<file path="src/rtl/cic4_pkg.sv">
package cic4_pkg;
  localparam int unsigned CIC_IN_W      = 22;
  localparam int unsigned CIC_ACC_W     = 66;
  localparam int unsigned CIC_OUT_W     = 22;
  localparam int unsigned CIC_DEC_IN_W  = 12;
  localparam int unsigned CIC_DEC_W     = 11;
  localparam int unsigned CIC_SCALE_W   = 6;
  localparam int unsigned CIC_MIN_DEC   = 7;
  localparam int unsigned CIC_MAX_DEC   = 2047;
  localparam int unsigned CIC_MAX_SCALE = 40;
  localparam int unsigned CIC_STAGES    = 4;
endpackage

</file>
<file path="src/rtl/cic4_shift_up.sv">
module cic4_shift_up #(
  parameter int unsigned IN_W      = 22,
  parameter int unsigned ACC_W     = 66,
  parameter int unsigned SCALE_W   = 6,
  parameter int unsigned MAX_SCALE = 40
) (
  input  logic signed [IN_W-1:0]    din,
  input  logic        [SCALE_W-1:0] scale_cfg,
  output logic signed [ACC_W-1:0]   dout
);
  localparam int unsigned EXT_W = ACC_W - IN_W;

  logic [SCALE_W-1:0]      scale_eff;
  logic signed [ACC_W-1:0] ext;

  // clamp the shift amount so the product stays in the path
  always_comb begin
    if (scale_cfg > SCALE_W'(MAX_SCALE)) scale_eff = SCALE_W'(MAX_SCALE);
    else                                 scale_eff = scale_cfg;
  end

  always_comb begin
    ext  = {{EXT_W{din[IN_W-1]}}, din};
    dout = ext <<< scale_eff;
  end
endmodule

</file>
<file path="src/rtl/cic4_dec_ctrl.sv">
module cic4_dec_ctrl #(
  parameter int unsigned DEC_IN_W = 12,
  parameter int unsigned DEC_W    = 11,
  parameter int unsigned MIN_DEC  = 7,
  parameter int unsigned MAX_DEC  = 2047
) (
  input  logic                clk,
  input  logic                rst_n,
  input  logic [DEC_IN_W-1:0] dec_cfg,
  output logic                strobe
);
  logic [DEC_W-1:0] dec_eff;
  logic [DEC_W-1:0] cnt_q, cnt_d;
  logic             armed_q, armed_d;

  always_comb begin
    if (dec_cfg < DEC_IN_W'(MIN_DEC))      dec_eff = DEC_W'(MIN_DEC);
    else if (dec_cfg > DEC_IN_W'(MAX_DEC)) dec_eff = DEC_W'(MAX_DEC);
    else                                   dec_eff = DEC_W'(dec_cfg);
  end

  // first cycle out of reset loads the count; afterwards reload at zero
  always_comb begin
    cnt_d   = cnt_q;
    armed_d = armed_q;
    strobe  = 1'b0;
    if (!armed_q) begin
      armed_d = 1'b1;
      cnt_d   = dec_eff;
    end else if (cnt_q == '0) begin
      strobe = 1'b1;
      cnt_d  = dec_eff;
    end else begin
      cnt_d = cnt_q - 1'b1;
    end
  end

  always_ff @(posedge clk or negedge rst_n) begin
    if (!rst_n) begin
      cnt_q   <= '0;
      armed_q <= 1'b0;
    end else begin
      cnt_q   <= cnt_d;
      armed_q <= armed_d;
    end
  end
endmodule

</file>
<file path="src/rtl/cic4_integ_stage.sv">
module cic4_integ_stage #(
  parameter int unsigned ACC_W = 66
) (
  input  logic                    clk,
  input  logic                    rst_n,
  input  logic signed [ACC_W-1:0] din,
  output logic signed [ACC_W-1:0] dout
);
  logic signed [ACC_W-1:0] acc_q, acc_d;

  // modulo-2^ACC_W accumulation; wrap is harmless for in-range results
  always_comb acc_d = acc_q + din;

  always_ff @(posedge clk or negedge rst_n) begin
    if (!rst_n) acc_q <= '0;
    else        acc_q <= acc_d;
  end

  assign dout = acc_q;
endmodule

</file>
<file path="src/rtl/cic4_comb_stage.sv">
module cic4_comb_stage #(
  parameter int unsigned ACC_W = 66
) (
  input  logic                    clk,
  input  logic                    rst_n,
  input  logic                    en,
  input  logic signed [ACC_W-1:0] din,
  output logic signed [ACC_W-1:0] dout
);
  logic signed [ACC_W-1:0] dly_q, dly_d;

  always_comb begin
    dly_d = dly_q;
    if (en) dly_d = din;
  end

  always_ff @(posedge clk or negedge rst_n) begin
    if (!rst_n) dly_q <= '0;
    else        dly_q <= dly_d;
  end

  assign dout = din - dly_q;
endmodule

</file>
<file path="src/rtl/cic4_decimator.sv">
module cic4_decimator
  import cic4_pkg::*;
#(
  parameter int unsigned IN_W      = CIC_IN_W,
  parameter int unsigned ACC_W     = CIC_ACC_W,
  parameter int unsigned OUT_W     = CIC_OUT_W,
  parameter int unsigned DEC_IN_W  = CIC_DEC_IN_W,
  parameter int unsigned DEC_W     = CIC_DEC_W,
  parameter int unsigned SCALE_W   = CIC_SCALE_W,
  parameter int unsigned MIN_DEC   = CIC_MIN_DEC,
  parameter int unsigned MAX_DEC   = CIC_MAX_DEC,
  parameter int unsigned MAX_SCALE = CIC_MAX_SCALE,
  parameter int unsigned STAGES    = CIC_STAGES
) (
  input  logic                       clk,
  input  logic                       rst_n,
  input  logic signed [IN_W-1:0]     din,
  input  logic        [DEC_IN_W-1:0] dec_cfg,
  input  logic        [SCALE_W-1:0]  scale_cfg,
  output logic signed [OUT_W-1:0]    dout,
  output logic                       dout_vld
);
  localparam int unsigned DROP_W = ACC_W - OUT_W;

  logic [1:0] rst_sync_q;
  logic       core_rst_n;
  logic       strobe;

  logic signed [ACC_W-1:0] integ_link [STAGES+1];
  logic signed [ACC_W-1:0] comb_link  [STAGES+1];

  logic signed [OUT_W-1:0] dout_q, dout_d;
  logic                    vld_q, vld_d;

  // asynchronous assert, synchronous release
  always_ff @(posedge clk or negedge rst_n) begin
    if (!rst_n) rst_sync_q <= 2'b00;
    else        rst_sync_q <= {rst_sync_q[0], 1'b1};
  end
  assign core_rst_n = rst_sync_q[1];

  cic4_shift_up #(
    .IN_W(IN_W), .ACC_W(ACC_W), .SCALE_W(SCALE_W), .MAX_SCALE(MAX_SCALE)
  ) shift_i (
    .din(din), .scale_cfg(scale_cfg), .dout(integ_link[0])
  );

  cic4_dec_ctrl #(
    .DEC_IN_W(DEC_IN_W), .DEC_W(DEC_W), .MIN_DEC(MIN_DEC), .MAX_DEC(MAX_DEC)
  ) ctrl_i (
    .clk(clk), .rst_n(core_rst_n), .dec_cfg(dec_cfg), .strobe(strobe)
  );

  for (genvar g = 0; g < STAGES; g++) begin : g_integ
    cic4_integ_stage #(.ACC_W(ACC_W)) stage_i (
      .clk(clk), .rst_n(core_rst_n),
      .din(integ_link[g]), .dout(integ_link[g+1])
    );
  end

  assign comb_link[0] = integ_link[STAGES];

  for (genvar g = 0; g < STAGES; g++) begin : g_comb
    cic4_comb_stage #(.ACC_W(ACC_W)) stage_i (
      .clk(clk), .rst_n(core_rst_n), .en(strobe),
      .din(comb_link[g]), .dout(comb_link[g+1])
    );
  end

  // keep the top OUT_W bits: arithmetic shift then narrow
  always_comb begin
    dout_d = dout_q;
    vld_d  = strobe;
    if (strobe) dout_d = OUT_W'(comb_link[STAGES] >>> DROP_W);
  end

  always_ff @(posedge clk or negedge core_rst_n) begin
    if (!core_rst_n) begin
      dout_q <= '0;
      vld_q  <= 1'b0;
    end else begin
      dout_q <= dout_d;
      vld_q  <= vld_d;
    end
  end

  assign dout     = dout_q;
  assign dout_vld = vld_q;
endmodule

</file>
<file path="config.mk">
export PLATFORM = sky130hd
export DESIGN_NAME = cic4_decimator
export DESIGN_NICKNAME = d
export VERILOG_FILES = /design/src/rtl/cic4_pkg.sv /design/src/rtl/cic4_shift_up.sv /design/src/rtl/cic4_dec_ctrl.sv /design/src/rtl/cic4_integ_stage.sv /design/src/rtl/cic4_comb_stage.sv /design/src/rtl/cic4_decimator.sv
export SDC_FILE = /design/constraint.sdc
export NUM_CORES = 2
export LEC_CHECK = 0
export BUFFER_PORTS_ARGS = -buffer_cell sky130_fd_sc_hd__buf_4
export CAP_MARGIN = 15
export CORE_UTILIZATION = 30
export CTS_CLUSTER_SIZE = 12
export DETAILED_ROUTE_END_ITERATION = 12
export SYNTH_ARGS = -nofsm -noshare
export SYNTH_HDL_FRONTEND = slang
export SYNTH_HIERARCHICAL = 1
export SYNTH_SLANG_ARGS = --single-unit
</file>
<file path="constraint.sdc">
create_clock -name clk -period 44.3 [get_ports clk]
set_clock_uncertainty 0.2 [all_clocks]
set_input_delay 6.645 -clock clk [delete_from_list [all_inputs] [get_ports clk]]
set_output_delay 6.645 -clock clk [all_outputs]
set_load 0.005 [all_outputs]
</file>
==> results by group <==
Run status
  – Status: finished, final reports clean

Power
  – Final Total Pwr: 0.004220 W
  – PwrDens: 75.52 mW/mm^2
  – Switch Pwr: 0.002083 W
  – Leakage power: 26.31 nW
  – Combinational cell fraction of total power: 66.8%
  – P_int: 0.002138 W
  – Peak VDD IR: 35.80 uV
  – Sw frac: 49.35%
  – Clock Power Share: 13.5%
  – Share of power burned in registers: 19.7%

Detailed routing
  – Met2 wire length: 62470 um
  – Drt total wl: 139400 um
  – WL met1: 66720 um
  – Top routing layer in use: met4
  – WL/cell: 16.39 um
  – DR vias: 45560
  – Initial drt markers: 3344
  – Avg Vias per Cell: 5.359
  – Routed wl met3: 5316 um
  – DR pass1 iterations: 6
  – DRC viols: 0
  – ANT nets after route: 0

CTS
  – Cts bufs inserted: 70
  – Clk buf depth: 3
  – Root Buffer: clkbuf_16
  – CTS tree: yes
  – H-tree depth: 3
  – Clock-pin slew on the worst setup and hold paths: 0.06 ns
  – Clk Latency, worst-skew pair: 0.65 ns
  – Post-CTS Setup Inserts: 0
  – # resized after CTS: 0
  – Clock sinks: 565
  – Hold buffer count at CTS: 0

Global routing
  – Number of global-route vias before repair: 43954
  – Pin count of the biggest net entering global routing: 154
  – First-pass GRT wire length: 228600 um
  – Initial antenna violation count: 0
  – Overall Global Routing Usage: 15.75%
  – Overflow after GRT: 0

Setup path
  – Worst Setup Start Kind: primary input
  – Crit path max-delay cell type: ha_1
  – CP Data Arrival Time: 12.09 ns
  – CP most frequent cell: nand2_1
  – FF-to-FF End: dout[18]
  – CP max FO: 44
  – Crit Path Category: in2reg
  – CP Cell Sequence: buf_4, o21ai_4, buf_4, nand2_1, o22ai_1, o21ai_0, a21bo_2, o221ai_1, ha_1, nand2_1, nor4_1, nand2_1, nor4_1, nand4_1, o311a_1, a211oi_2, a311oi_1, xnor2_1
  – Critical Path End Type: flop
  – Crit path largest cell delay: 0.58 ns
  – R2R Path Start: g_integ[3].stage_i/dout[0]
  – Cell count of the worst reg-to-reg path: 40
  – Flop2flop setup slack: 33.32 ns
  – Worst EP required: 44.63 ns

Worst hold path
  – Hold Path Class: reg2reg
  – Hold path cells: 0
  – Min-delay src: rst_sync_q[0]
  – WHS Endpoint: rst_sync_q[1]

Timing
  – Final min period: 11.75 ns
  – Peak Freq: 0.08507 GHz
  – Slew headroom: 30.81%
  – Final hold vios: 0
  – RSZ-0062 raised after global routing: false
  – Final setup violation count: 0
  – Period utilization: 26.53%
  – Count of pins over their slew limit: 0
  – Least-Margin Pin Slew: 1.038 ns
  – WHS: 0.1522 ns
  – Setup TNS Final: 0 ns

Floorplanning
  – Std-Cell Rows: 151
  – Core ar.: 0.1700 mm^2
  – I/O Pins: 65
  – Die X: 416.5 um
  – Die H: 416.5 um
  – Die area: 0.1735 mm^2
  – Initial Utilization: 30.31%

Layout
  – Share of cells above drive strength 1: 5.363%
  – Commonest non-fill, non-tap cell in the layout: a21oi_1
  – Synthesis-to-layout area growth: 8.418%
  – Diode count: 0
  – Commonest cells after routing, fill and taps aside: a21oi_1, nand2_1, o21ai_0, dfrtp_1, ha_1
  – # nets final: 6805

Place
  – Number of port buffers: 64
  – Detailed placement HPWL: 108800 um
  – Routability cong.: 0.9142

Run
  – Max Cap Violations: 0

Synthesis
  – Post-Syn Instances: 6412
  – Net count after synthesis: 6983
  – Syn avg cell area: 8.039 um^2
  – Post-Syn Area: 0.05154 mm^2
  – Yosys warnings: 6
critical path, delay by kind of cell:
family,cells,cell delay (ns)
AO/OA/AOI/OAI,8,2.22
XOR/XNOR,1,0.15
adder cells (fa/ha/maj),1,0.58
buffers and inverters,2,0.67
AND/OR/NAND/NOR,6,1.81
sequential cells by signal (all words and copies together) (netlist names):
signal	flops
g_integ.stage_i/dout	264
rst_sync_q	2
ctrl_i/armed_q	1
g_comb.stage_i/dly_q	264
ctrl_i/cnt_q	11
dout_vld	1
dout	22
area by class of cell:
class	count	area (um^2)
inverter	433	1625
multi-input combinational	5081	34430
sequential	565	14140
tap	2218	2775
timing repair buffer	83	648.1
fill	17936	114200
clock inverter	17	163.9
clock buffer	105	2095
how the worst max path moves through the flow:
stage                             endpoint  depth (start not counted)     startpoint
2_1_floorplan               ctrl_i/armed_q                          0  rst_sync_q[1]
3_3_place_gp   g_integ[0].stage_i/dout[65]                         19   scale_cfg[4]
3_5_place_dp   g_integ[0].stage_i/dout[65]                         19   scale_cfg[4]
4_1_cts        g_integ[0].stage_i/dout[65]                         19   scale_cfg[4]
5_1_grt        g_integ[0].stage_i/dout[59]                         19   scale_cfg[4]
6_report       g_integ[0].stage_i/dout[63]                         18   scale_cfg[4]
power groups by stage:
| stage | Combinational, W | Sequential [W] | Clock, W |
|---|---|---|---|
| floorplan | 0.00222 | 0.000765 | 0 |
| global placement | 0.00275 | 0.000840 | 0 |
| detailed placement | 0.00277 | 0.000839 | 0 |
| CTS | 0.00279 | 0.000833 | 0.000593 |
| global route | 0.00313 | 0.000849 | 0.000611 |
| finish | 0.00282 | 0.000833 | 0.000569 |
metal layers:
metal,GRT usage [%],vias to the layer above
li1,-,22849
met1,21.44,21429
met2,25.57,1020
met3,1.892,262
met4,5.502,0
met5,0,-
through the flow:
| stage | instance area (um^2) | instances | setup slack (ns) | util [%] |
|---|---|---|---|---|
| global placement | 53600 | 8379 | 32.13 | 31.52 |
| detailed placement | 53600 | 8379 | 32.10 | 31.52 |
| global route | 55880 | 8502 | 32.18 | 32.86 |
| floorplan | 51540 | 6412 | 27.19 | - |
| CTS | 55860 | 8501 | 32.80 | 32.85 |
| finish | 55880 | 8502 | 32.55 | 32.86 |
Power figures use the tool's default switching activity.
